**src/rtl/spi_hold_pkg.sv**
```systemverilog
package spi_hold_pkg;
  localparam int          DATA_W    = 8;
  localparam logic [7:0]  WRSR_OP   = 8'h01;
  localparam int          LOCK_BIT  = 7;

  typedef enum logic [1:0] {
    PH_OPCODE = 2'd0,
    PH_DATA   = 2'd1,
    PH_IGNORE = 2'd2
  } cmd_phase_t;
endpackage

```
**src/rtl/pin_sync.sv**
```systemverilog
module pin_sync #(
  parameter int          WIDTH   = 5,
  parameter int          STAGES  = 2,
  parameter logic [WIDTH-1:0] RST_VAL = '0
) (
  input  logic             clk,
  input  logic             rst,
  input  logic [WIDTH-1:0] d,
  output logic [WIDTH-1:0] q
);
  logic [WIDTH-1:0] stage [STAGES];

  for (genvar s = 0; s < STAGES; s++) begin : g_stage
    if (s == 0) begin : g_first
      always_ff @(posedge clk) begin
        if (rst) stage[s] <= RST_VAL;
        else     stage[s] <= d;
      end
    end else begin : g_next
      always_ff @(posedge clk) begin
        if (rst) stage[s] <= RST_VAL;
        else     stage[s] <= stage[s-1];
      end
    end
  end

  assign q = stage[STAGES-1];
endmodule

```
**src/rtl/hold_qual.sv**
```systemverilog
module hold_qual (
  input  logic clk,
  input  logic rst,
  input  logic cs_n_s,
  input  logic sck_s,
  input  logic hold_n_s,
  output logic hold_active,
  output logic so_oe
);
  logic hold_next;

  // Entry and exit both wait for a low serial clock sample.
  always_comb begin
    hold_next = hold_active;
    if (cs_n_s)
      hold_next = 1'b0;
    else if (!sck_s)
      hold_next = !hold_n_s;
  end

  always_ff @(posedge clk) begin
    if (rst) begin
      hold_active <= 1'b0;
      so_oe       <= 1'b0;
    end else begin
      hold_active <= hold_next;
      so_oe       <= !cs_n_s && !hold_next;
    end
  end
endmodule

```
**src/rtl/bit_shifter.sv**
```systemverilog
module bit_shifter #(
  parameter int DW = 8,
  localparam int CW = $clog2(DW)
) (
  input  logic          clk,
  input  logic          rst,
  input  logic          cs_n_s,
  input  logic          sck_s,
  input  logic          si_s,
  input  logic          hold_active,
  input  logic [DW-1:0] tx_load,
  output logic          so,
  output logic [DW-1:0] rx_byte,
  output logic          rx_valid,
  output logic [CW-1:0] bit_cnt,
  output logic          cmd_reset
);
  localparam logic [CW-1:0] LAST = CW'(DW - 1);

  logic          sck_prev, cs_prev;
  logic [DW-1:0] rx_sh, tx_sh;
  logic          rise, fall;

  assign rise = sck_s && !sck_prev && !hold_active;
  assign fall = !sck_s && sck_prev && !hold_active;
  assign so   = tx_sh[DW-1];

  always_ff @(posedge clk) begin
    if (rst) begin
      sck_prev  <= 1'b0;
      cs_prev   <= 1'b1;
      cmd_reset <= 1'b0;
    end else begin
      sck_prev  <= sck_s;
      cs_prev   <= cs_n_s;
      cmd_reset <= cs_n_s && !cs_prev;
    end
  end

  always_ff @(posedge clk) begin
    if (rst) begin
      bit_cnt  <= '0;
      rx_sh    <= '0;
      rx_byte  <= '0;
      rx_valid <= 1'b0;
      tx_sh    <= '0;
    end else begin
      rx_valid <= 1'b0;
      if (cs_n_s) begin
        bit_cnt <= '0;
        tx_sh   <= tx_load;
      end else begin
        if (rise) begin
          rx_sh   <= {rx_sh[DW-2:0], si_s};
          bit_cnt <= bit_cnt + 1'b1;
          if (bit_cnt == LAST) begin
            rx_byte  <= {rx_sh[DW-2:0], si_s};
            rx_valid <= 1'b1;
          end
        end
        if (fall) begin
          if (bit_cnt == '0) tx_sh <= tx_load;
          else               tx_sh <= {tx_sh[DW-2:0], 1'b0};
        end
      end
    end
  end
endmodule

```
**src/rtl/wrsr_gate.sv**
```systemverilog
module wrsr_gate
  import spi_hold_pkg::*;
#(
  parameter int DW = DATA_W
) (
  input  logic          clk,
  input  logic          rst,
  input  logic          cs_n_s,
  input  logic          wp_n_s,
  input  logic [DW-1:0] rx_byte,
  input  logic          rx_valid,
  output logic [DW-1:0] status_reg,
  output logic          wrsr_done,
  output logic          wrsr_rejected
);
  cmd_phase_t phase;
  logic       locked;

  assign locked = status_reg[LOCK_BIT] && !wp_n_s;

  always_ff @(posedge clk) begin
    if (rst) begin
      phase         <= PH_OPCODE;
      status_reg    <= '0;
      wrsr_done     <= 1'b0;
      wrsr_rejected <= 1'b0;
    end else begin
      wrsr_done     <= 1'b0;
      wrsr_rejected <= 1'b0;
      if (cs_n_s) begin
        phase <= PH_OPCODE;
      end else if (rx_valid) begin
        case (phase)
          PH_OPCODE: phase <= (rx_byte == DW'(WRSR_OP)) ? PH_DATA : PH_IGNORE;
          PH_DATA: begin
            phase <= PH_IGNORE;
            if (locked) begin
              wrsr_rejected <= 1'b1;
            end else begin
              status_reg <= rx_byte;
              wrsr_done  <= 1'b1;
            end
          end
          default: phase <= PH_IGNORE;
        endcase
      end
    end
  end
endmodule

```
**src/rtl/spi_hold_frontend.sv**
```systemverilog
module spi_hold_frontend
  import spi_hold_pkg::*;
#(
  parameter int SYNC_STAGES = 2,
  parameter int DW          = DATA_W
) (
  input  logic          clk,
  input  logic          rst,
  input  logic          cs_n_pin,
  input  logic          sck_pin,
  input  logic          si_pin,
  input  logic          hold_n_pin,
  input  logic          wp_n_pin,
  output logic          so,
  output logic          so_oe,
  output logic          hold_active,
  output logic          cmd_reset,
  output logic [DW-1:0] rx_byte,
  output logic          rx_valid,
  output logic [DW-1:0] status_reg,
  output logic          wrsr_done,
  output logic          wrsr_rejected
);
  localparam int CW = $clog2(DW);

  logic [4:0]    pins_s;
  logic          cs_n_s, sck_s, si_s, hold_n_s, wp_n_s;
  logic [CW-1:0] bit_cnt;

  pin_sync #(.WIDTH(5), .STAGES(SYNC_STAGES), .RST_VAL(5'b10011)) u_sync (
    .clk (clk),
    .rst (rst),
    .d   ({cs_n_pin, sck_pin, si_pin, hold_n_pin, wp_n_pin}),
    .q   (pins_s)
  );

  assign {cs_n_s, sck_s, si_s, hold_n_s, wp_n_s} = pins_s;

  hold_qual u_hold (
    .clk         (clk),
    .rst         (rst),
    .cs_n_s      (cs_n_s),
    .sck_s       (sck_s),
    .hold_n_s    (hold_n_s),
    .hold_active (hold_active),
    .so_oe       (so_oe)
  );

  bit_shifter #(.DW(DW)) u_shift (
    .clk         (clk),
    .rst         (rst),
    .cs_n_s      (cs_n_s),
    .sck_s       (sck_s),
    .si_s        (si_s),
    .hold_active (hold_active),
    .tx_load     (status_reg),
    .so          (so),
    .rx_byte     (rx_byte),
    .rx_valid    (rx_valid),
    .bit_cnt     (bit_cnt),
    .cmd_reset   (cmd_reset)
  );

  wrsr_gate #(.DW(DW)) u_gate (
    .clk           (clk),
    .rst           (rst),
    .cs_n_s        (cs_n_s),
    .wp_n_s        (wp_n_s),
    .rx_byte       (rx_byte),
    .rx_valid      (rx_valid),
    .status_reg    (status_reg),
    .wrsr_done     (wrsr_done),
    .wrsr_rejected (wrsr_rejected)
  );
endmodule

```
**config.mk**
```make
export PLATFORM = sky130hd
export DESIGN_NAME = spi_hold_frontend
export DESIGN_NICKNAME = d
export VERILOG_FILES = /design/src/rtl/spi_hold_pkg.sv /design/src/rtl/pin_sync.sv /design/src/rtl/hold_qual.sv /design/src/rtl/bit_shifter.sv /design/src/rtl/wrsr_gate.sv /design/src/rtl/spi_hold_frontend.sv
export SDC_FILE = /design/constraint.sdc
export NUM_CORES = 1
export LEC_CHECK = 0
export BUFFER_PORTS_ARGS = -buffer_cell sky130_fd_sc_hd__buf_2
export CORE_MARGIN = 10
export CORE_UTILIZATION = 49
export DETAILED_ROUTE_END_ITERATION = 10
export HOLD_SLACK_MARGIN = 0.15
export PLACE_DENSITY = 0.75
export SETUP_SLACK_MARGIN = 0.3
export SLEW_MARGIN = 30
export SYNTH_ARGS = -nofsm -noshare
export SYNTH_HDL_FRONTEND = slang
export SYNTH_SLANG_ARGS = --single-unit
```
**constraint.sdc**
```tcl
create_clock -name clk -period 1.3 [get_ports clk]
set_input_delay 0.26 -clock clk [delete_from_list [all_inputs] [get_ports clk]]
set_output_delay 0.26 -clock clk [all_outputs]
set_load 0.1 [all_outputs]
```
==> reports/qor.txt, run 1 <==
Fin Hold WS: 0.156 ns
worst setup margin: -0.137 ns
Synth async-reset ratio: 0%
Post-Layout Inst Area: 3220 sq um
LEAKAGE: 1.24 nW
Clock Path Buffers: 2
mux cell area share after synthesis: 7.59%
clock skew: 0.00415 ns
CP arrival: 1.62 ns
TritonCTS clock tree: done
die area: 6970 sq um
number of enable flip-flop cells after synthesis: 0
Pwr per Cell Area: 851 nW/um^2
FF-to-FF End: u_shift.tx_sh[4]
Sink Count: 54
Design Power: 0.00274 W
clk_lat worst skew: 0.31 ns
most frequent cells after synthesis: dfxtp_1 (54), nor2_1 (25), nand2_1 (23)
main flop type after synthesis: dfxtp_1
Largest Register: u_sync.stage
Crit path required time: 1.49 ns
DR vias: 1757
DP HPWL: 2960 microns
ant diodes: 0
die width: 83.5 microns
fmax: 696 MHz
First DRT Iteration DRCs: 115
top-area cell type share of the netlist area: 54.7%
CP Max Fanout: 4
fin crit share: 111%
relative slew slack: 72.4%
grt ovf: 0
Num CTS Buffers: 5
Hold Path Sink: u_sync.stage[0][3]
# setup viols final: 16
largest family of logic cells by synthesized area: simple AND/OR/NAND/NOR gates
Row Count: 23
failing checks: negative setup slack
root buffer cell: clkbuf_8
Avg Inst Size Synth: 9.74 sq um
setup repair after global routing missed its margin: yes
Die Height: 83.5 microns
drt drc: 0
total detailed-routing wirelength: 5940 microns
Initial Utilization: 50.1%
endpoints failing hold: 0
MaxCap Viol Count: 0
Post-Syn Area: 1980 sq um
Final GP Congestion: 0.750
Pre-Repair DR Iteration Count: 4
Worst R2R Start: u_shift.bit_cnt[1]
worst hold stages: 2
r2r setup slk: -0.14 ns
crit path kind: register to register
outcome: complete, but fails checks
Total Routing Usage GR: 13.3%
top-count cell post-synth: dfxtp_1
min Tclk post-route: 1.44 ns
vias per cell: 5.51
antenna violations before repair: 0
routed length per instance: 18.6 microns
core area: 3940 sq um
cell count after synthesis: 203
fin util: 81.8%
placed cell area: 2620 sq um
Synth Area in Adders: 1.90%
largest net degree at the start of global routing: 33
CP endpoint kind: register
IO Count: 30
synth unique cells: 28
largest cells by area after synthesis: dfxtp_1 (55%), mux2i_1 (7.6%), a21oi_1 (5.6%), nor2_1 (4.7%), nand2_1 (4.4%)
Mapped Nets: 213
htree depth: 2
CP Launch Type: register
Place WS: -0.122 ns
Simple-Gate Fraction of Synth Area: 21.6%
Synth Area in XOR/XNOR: 0.443%
sequential element share of the synthesized area: 54.7%
Worst-Margin Slew: 0.413 ns
post-synthesis register bit count: 54
post-route ant nets: 0
maximum VDD drop: 0.00104 V
share of cells above drive strength 1: 56.9%
Yosys top cell by area: dfxtp_1
Pins Over Slew Limit: 0
post-synthesis compound-gate area fraction: 9.87%
first-pass GRT wire length: 7940 microns
max FFs per register: 10
vias in the first global route: 1703
hold_sp: sck_pin
worst hold path type: input pin to register
Synthesis Warnings: 0
fin nets: 278
I/O Buffers: 29
Layout area overhead: 63.0%
Clock transition at path regs: 0.09 ns
worst r2r path cells: 6
[how the worst max path moves through the flow]
stage / from / to / slack, ns / depth (start not counted)
6_report: u_shift.bit_cnt[1] / u_shift.tx_sh[4] / -0.14 / 6
2_1_floorplan: u_hold.hold_active / u_shift.rx_byte[3] / -0.03 / 4
4_1_cts: u_shift.bit_cnt[0] / u_shift.tx_sh[1] / -0.003 / 6
3_3_place_gp: u_shift.bit_cnt[0] / u_shift.tx_sh[7] / -0.006 / 5
5_1_grt: u_shift.bit_cnt[1] / u_shift.tx_sh[3] / -0.22 / 6
3_5_place_dp: u_shift.bit_cnt[0] / u_shift.tx_sh[6] / -0.12 / 5
[routing by layer]
layer | routed length [microns] | vias up | track usage (%)
li1 | - | 812 | -
met1 | 2380 | 880 | 15.0
met2 | 3120 | 54 | 23.3
met3 | 337 | 11 | 4.59
met4 | 102 | 0 | 3.35
met5 | 0 | - | 0
[metrics by stage]
step	TNS, ns	cells
global route	-2.07	319
CTS	-0.00290	309
global placement	-0.0180	282
floorplan	-0.223	203
detailed placement	-0.492	282
finish	-0.938	319
[critical path, cell delays in order, from the launching register on]
cell      delay, ns
dfxtp_2        0.37
inv_2          0.06
ha_4           0.16
a21oi_4        0.24
buf_6          0.16
mux2i_1        0.22
a211oi_1       0.11
[where the power goes]
part	switching, W	total, W	internal, W
registers	0.0000179	0.00166	0.00164
clock network	0.000521	0.000941	0.000420
logic	0.0000779	0.000138	0.0000604
total	0.000617	0.00274	0.00212
[kinds of logic after synthesis]
group / after synthesis
and+or+nand+nor: 83
DFF: 54
AOI/OAI and AO/OA: 32
buffers and inverters: 15
muxes: 15
adders and majority gates: 3
xor gates and xnor gates: 1
[cell usage in the layout, fill, tap and decap left out, types with 2 or more instances in the layout]
master / count
nor2_1: 23
dfxtp_2: 12
nand3_1: 6
nand2_1: 10
nand2_4: 2
inv_2: 2
nor2b_1: 6
nor4b_4: 3
nand2_2: 12
buf_4: 25
clkbuf_8: 6
a21oi_2: 7
dlygate4sd3_1: 3
a211oi_1: 6
nand3_2: 2
mux2i_1: 13
buf_2: 6
inv_1: 2
or2_2: 7
dfxtp_4: 16
buf_6: 9
clkinv_1: 2
buf_12: 24
ha_4: 2
a21oi_1: 15
dfxtp_1: 26
[area by class of cell]
| type | instances | area (sq um) |
|---|---|---|
| Clock buffer | 6 | 82.6 |
| Clock inverter | 2 | 7.51 |
| Fill cell | 190 | 719 |
| Inverter | 5 | 21.3 |
| Multi-Input combinational cell | 135 | 1060 |
| Sequential cell | 54 | 1160 |
| Tap cell | 50 | 62.6 |
| Timing Repair Buffer | 67 | 830 |
[timing repair]
item,in CTS,in global routing
buffers inserted,16,8
gates cloned,0,2
setup endpoints to repair,62,62
pin swaps,11,11
hold buffers,3,0
gates resized for setup,44,32
endpoints found under the hold margin,3,0
(Power assumes the default switching activity.)
==> inputs of run 2 (changes only) <==
- CORE_ASPECT_RATIO: default -> 0.6
- CORE_UTILIZATION: 49 -> 52
- CTS_BUF_LIST: default -> sky130_fd_sc_hd__clkbuf_8
- PLACE_DENSITY: 0.75 -> 0.79
==> run 2 against run 1 <==
  * The run still ends with negative setup slack left
  * Final cell count is the same
  * Critical endpoint is now u_shift.tx_sh[2]
  * Largest power group unchanged
  * Die area shrank 3.2%
  * Largest cell class unchanged
  * Count of clock-buffer cells in the layout decreased by 1
==> reports/qor.txt, run 2 (same netlist as run 1, synthesis figures left out) <==
outcome: complete, but fails checks
failing checks: negative setup slack
GR Layer Usage met1: 19.8%
fin crit share: 116%
Initial Utilization: 54.0%
post-route ant nets: 0
Clock Path Buffers: 2
total detailed-routing wirelength: 7350 microns
Total Routing Usage GR: 17.0%
max FFs per register: 10
Pre-Repair DR Iteration Count: 4
Pins Over Slew Limit: 0
TritonCTS clock tree: done
vias in the first global route: 1725
Sink Count: 54
Crit path buffers/inverters: 2
MaxCap Viol Count: 0
Layout area overhead: 66.6%
I/O Buffers: 29
share of cells above drive strength 1: 58.1%
Num CTS Buffers: 5
largest net degree at the start of global routing: 18
root buffer cell: clkbuf_8
worst hold stages: 2
DP HPWL: 3180 microns
worst r2r path cells: 5
relative slew slack: 71.6%
first-pass GRT wire length: 8890 microns
Row Count: 17
FF-to-FF End: u_shift.tx_sh[2]
clock skew: 0.00538 ns
core area: 3660 sq um
DR vias: 1853
routed length per instance: 23.0 microns
clk_lat worst skew: 0.32 ns
worst setup margin: -0.202 ns
setup TNS: -1.30 ns
die area: 6750 sq um
maximum VDD drop: 0.00117 V
fin nets: 281
setup repair after global routing missed its margin: yes
CP arrival: 1.70 ns
Largest Register: u_sync.stage
grt ovf: 0
Final GP Congestion: 0.836
vias per cell: 5.81
LEAKAGE: 1.28 nW
htree depth: 2
Worst path max stage delay: 0.40 ns
Worst-Margin Slew: 0.424 ns
M3 GR Usage: 5.09%
antenna violations before repair: 0
fmax: 666 MHz
CP endpoint kind: register
Hold Path Sink: u_sync.stage[0][3]
crit path kind: register to register
min Tclk post-route: 1.50 ns
# setup viols final: 17
Crit path required time: 1.50 ns
hold_sp: sck_pin
critical path cell sequence: inv_1 -> a21oi_4 -> buf_12 -> mux2i_1 -> a211oi_1
CP Max Fanout: 7
Design Power: 0.00274 W
most frequent cells in the layout: buf_12 (25), dfxtp_1 (25), buf_4 (23), nor2_1 (19), nand2_1 (17)
Pwr per Cell Area: 831 nW/um^2
IO Count: 30
Fin Hold WS: 0.148 ns
M2 GR Usage: 29.0%
Clock transition at path regs: 0.09 ns
die width: 99.6 microns
grt peak-use layer: met2
worst hold path type: input pin to register
cell family with most CP delay: flip-flops
Max stage delay cell, worst path: dfxtp_1
CP Launch Type: register
r2r setup slk: -0.20 ns
drt drc: 0
Place WS: -0.127 ns
Worst R2R Start: u_shift.bit_cnt[2]
Die Height: 67.8 microns
First DRT Iteration DRCs: 176
endpoints failing hold: 0
ant diodes: 0
run 2: worst max path at each step:
stage	startpoint	endpoint	depth (start not counted)
2_1_floorplan	u_hold.hold_active	u_shift.rx_byte[3]	4
3_3_place_gp	u_shift.bit_cnt[0]	u_shift.tx_sh[7]	5
3_5_place_dp	u_shift.bit_cnt[0]	u_shift.tx_sh[5]	5
4_1_cts	u_shift.bit_cnt[0]	u_shift.tx_sh[5]	6
5_1_grt	u_shift.bit_cnt[2]	u_shift.tx_sh[2]	5
6_report	u_shift.bit_cnt[2]	u_shift.tx_sh[2]	5
run 2: final cells by class:
| class | instances | area, sq um |
|---|---|---|
| Timing Repair Buffer | 71 | 895 |
| Inverter | 5 | 18.8 |
| Clock inverter | 3 | 11.3 |
| Tap cell | 47 | 58.8 |
| Multi-Input combinational cell | 134 | 1080 |
| Clock buffer | 5 | 68.8 |
| Fill cell | 130 | 364 |
| Sequential cell | 54 | 1160 |
run 2: metal layers:
metal	vias to the layer above	share of wire (%)
met3	30	9.1
met4	0	4.3
met1	899	39
met2	106	47
li1	818	-
met5	-	0
run 2: timing repair:
action / in CTS / in global routing
endpoints found under the setup margin: 65 / 65
hold buffers: 3 / 0
buffers inserted: 17 / 9
hold endpoints to repair: 3 / 0
resized for setup: 34 / 54
cloned: 0 / 1
pin swaps: 14 / 21
run 2: power by group:
part / internal (W) / switching, W / leakage, nW
combinational: 0.0000692 / 0.0000899 / 0.771
clock: 0.000361 / 0.000550 / 0.0519
sequential: 0.00165 / 0.0000223 / 0.457
run 2: through the flow:
step | area [sq um] | std cells | utilization [%]
4_1_cts | 3010 | 309 | 82.2
6_report | 3290 | 319 | 90.0
3_3_place_gp | 2630 | 281 | 72.0
2_1_floorplan | 2050 | 203 | -
3_5_place_dp | 2630 | 281 | 72.0
5_1_grt | 3290 | 319 | 90.0
==> inputs of run 3 (changes only) <==
- CORE_UTILIZATION: 52 -> 58
- PLACE_DENSITY: 0.79 -> 0.83
- clock period: 1.3 -> 1.4 ns (I/O delays scaled with it)
==> run 3 against run 2 <==
  * Sequential share of layout area is 1.6 points higher
  * Final cell count is 5.0% lower
  * Design area is 4.9% lower
  * Hold slack better by 0.0026 ns
  * Via count is 5.1% higher
  * First-iteration DRC count is 3.4% lower
  * Largest power group unchanged
  * Critical path depth stayed put
  * Non-clock buffer count is 15 lower
  * The flow still finishes with violations (negative setup slack)
  * Flip-flop and latch count stayed put
==> reports/qor.txt, run 3 (same netlist as run 1, synthesis figures left out) <==
setup TNS: -0.139 ns
DR vias: 1947
relative slew slack: 69.1%
CP endpoint kind: register
IO Count: 30
fmax: 673 MHz
Fin Hold WS: 0.150 ns
Num CTS Buffers: 5
endpoints failing hold: 0
I/O Buffers: 29
# setup viols final: 3
vias per cell: 6.43
outcome: complete, but fails checks
drt drc: 0
fin nets: 267
MaxCap Viol Count: 0
Layout area overhead: 58.4%
Post-Layout Inst Area: 3130 sq um
placed cell area: 2290 sq um
DP HPWL: 2960 microns
core area: 3260 sq um
LEAKAGE: 1.16 nW
Pre-Repair DR Iteration Count: 5
die area: 6220 sq um
worst hold path type: input pin to register
Pwr per Cell Area: 843 nW/um^2
max FFs per register: 10
Initial Utilization: 60.6%
fin crit share: 106%
Crit path required time: 1.59 ns
Sink Count: 54
Largest Register: u_sync.stage
ant diodes: 0
Pins Over Slew Limit: 0
maximum VDD drop: 0.00132 V
First DRT Iteration DRCs: 170
setup repair after global routing missed its margin: yes
most common cell after layout, fill and taps aside: dfxtp_1
Total Routing Usage GR: 21.6%
Clock transition at path regs: 0.10 ns
Row Count: 16
vias in the first global route: 1840
share of cells above drive strength 1: 53.9%
TritonCTS clock tree: done
total detailed-routing wirelength: 8430 microns
fin util: 96.0%
clk_lat worst skew: 0.33 ns
grt ovf: 0
min Tclk post-route: 1.48 ns
crit path kind: register to register
die width: 95.4 microns
clock skew: 0.00646 ns
Clock Path Buffers: 2
worst setup margin: -0.0848 ns
antenna violations before repair: 0
most frequent cells in the layout: dfxtp_1 (26), buf_12 (25), nor2_1 (24), nand2_1 (23), buf_4 (21)
post-route ant nets: 0
CP Max Fanout: 5
failing checks: negative setup slack
first-pass GRT wire length: 10200 microns
Worst-Margin Slew: 0.457 ns
Place WS: -0.00361 ns
htree depth: 2
CP arrival: 1.68 ns
Die Height: 65.2 microns
routed length per instance: 27.8 microns
CP Launch Type: register
largest net degree at the start of global routing: 23
root buffer cell: clkbuf_8
Final GP Congestion: 0.802
==> run 3: changes by cell type in the layout (fill, tap and decap cells not counted), moves of 5 or more <==
cell	previous run	this run
nand2_1	17	23
buf_6	13	1
nand3_4	1	6
nor2_1	19	24
==> run 3: final timing paths <==
check	from	end	slack (ns)	depth (start not counted)
setup / recovery	u_sync.stage[1][3]	u_shift.bit_cnt[2]	-0.08	5
setup reg to reg	u_sync.stage[1][3]	u_shift.bit_cnt[2]	-0.08	5
hold / removal	wp_n_pin	u_sync.stage[0][0]	0.15	2
hold reg to reg	u_shift.cs_prev	u_shift.cmd_reset	0.40	1
==> run 3: layout make-up <==
cell class	count	area, sq um
fillers	66	131
inverters	5	18.8
clock buffers	6	82.6
repair buffers	56	734
flip-flops and latches	54	1150
clock inverters	2	12.5
multi-input cells	135	1080
well taps	45	56.3
==> run 3: where the power goes <==
group	leakage [nW]	switching, W	total [W]	internal [W]
sequential	0.456	0.0000208	0.00155	0.00153
clock	0.0472	0.000552	0.000951	0.000399
combinational	0.655	0.0000844	0.000138	0.0000533
==> run 3: per-layer routing <==
metal / share of wire, % / track usage (%) / up-vias
li1: - / - / 791
met1: 36 / 24.7 / 902
met3: 11 / 5.33 / 68
met4: 7.2 / 13.0 / 0
met5: 0 / 0 / -
met2: 46 / 36.1 / 186
==> run 3: worst max-delay path, cell delays in order, from the launching register on <==
cell,delay [ns]
dfxtp_2,0.41
nor3b_2,0.25
buf_4,0.19
nor2_1,0.05
a21oi_1,0.31
nor2_1,0.13
==> run 3: repair_timing <==
item,4_1_cts,5_1_grt
buffers inserted,13,3
cloned,2,0
resized for setup,113,34
hold buffers,2,0
setup endpoints to repair,63,61
pin swaps,26,12
hold endpoints to repair,2,0
==> run 3: through the flow <==
stage,power (W),cells
finish,0.00264,303
global route,0.00270,303
floorplan,0.00166,203
global placement,0.00169,275
detailed placement,0.00169,275
CTS,0.00258,300
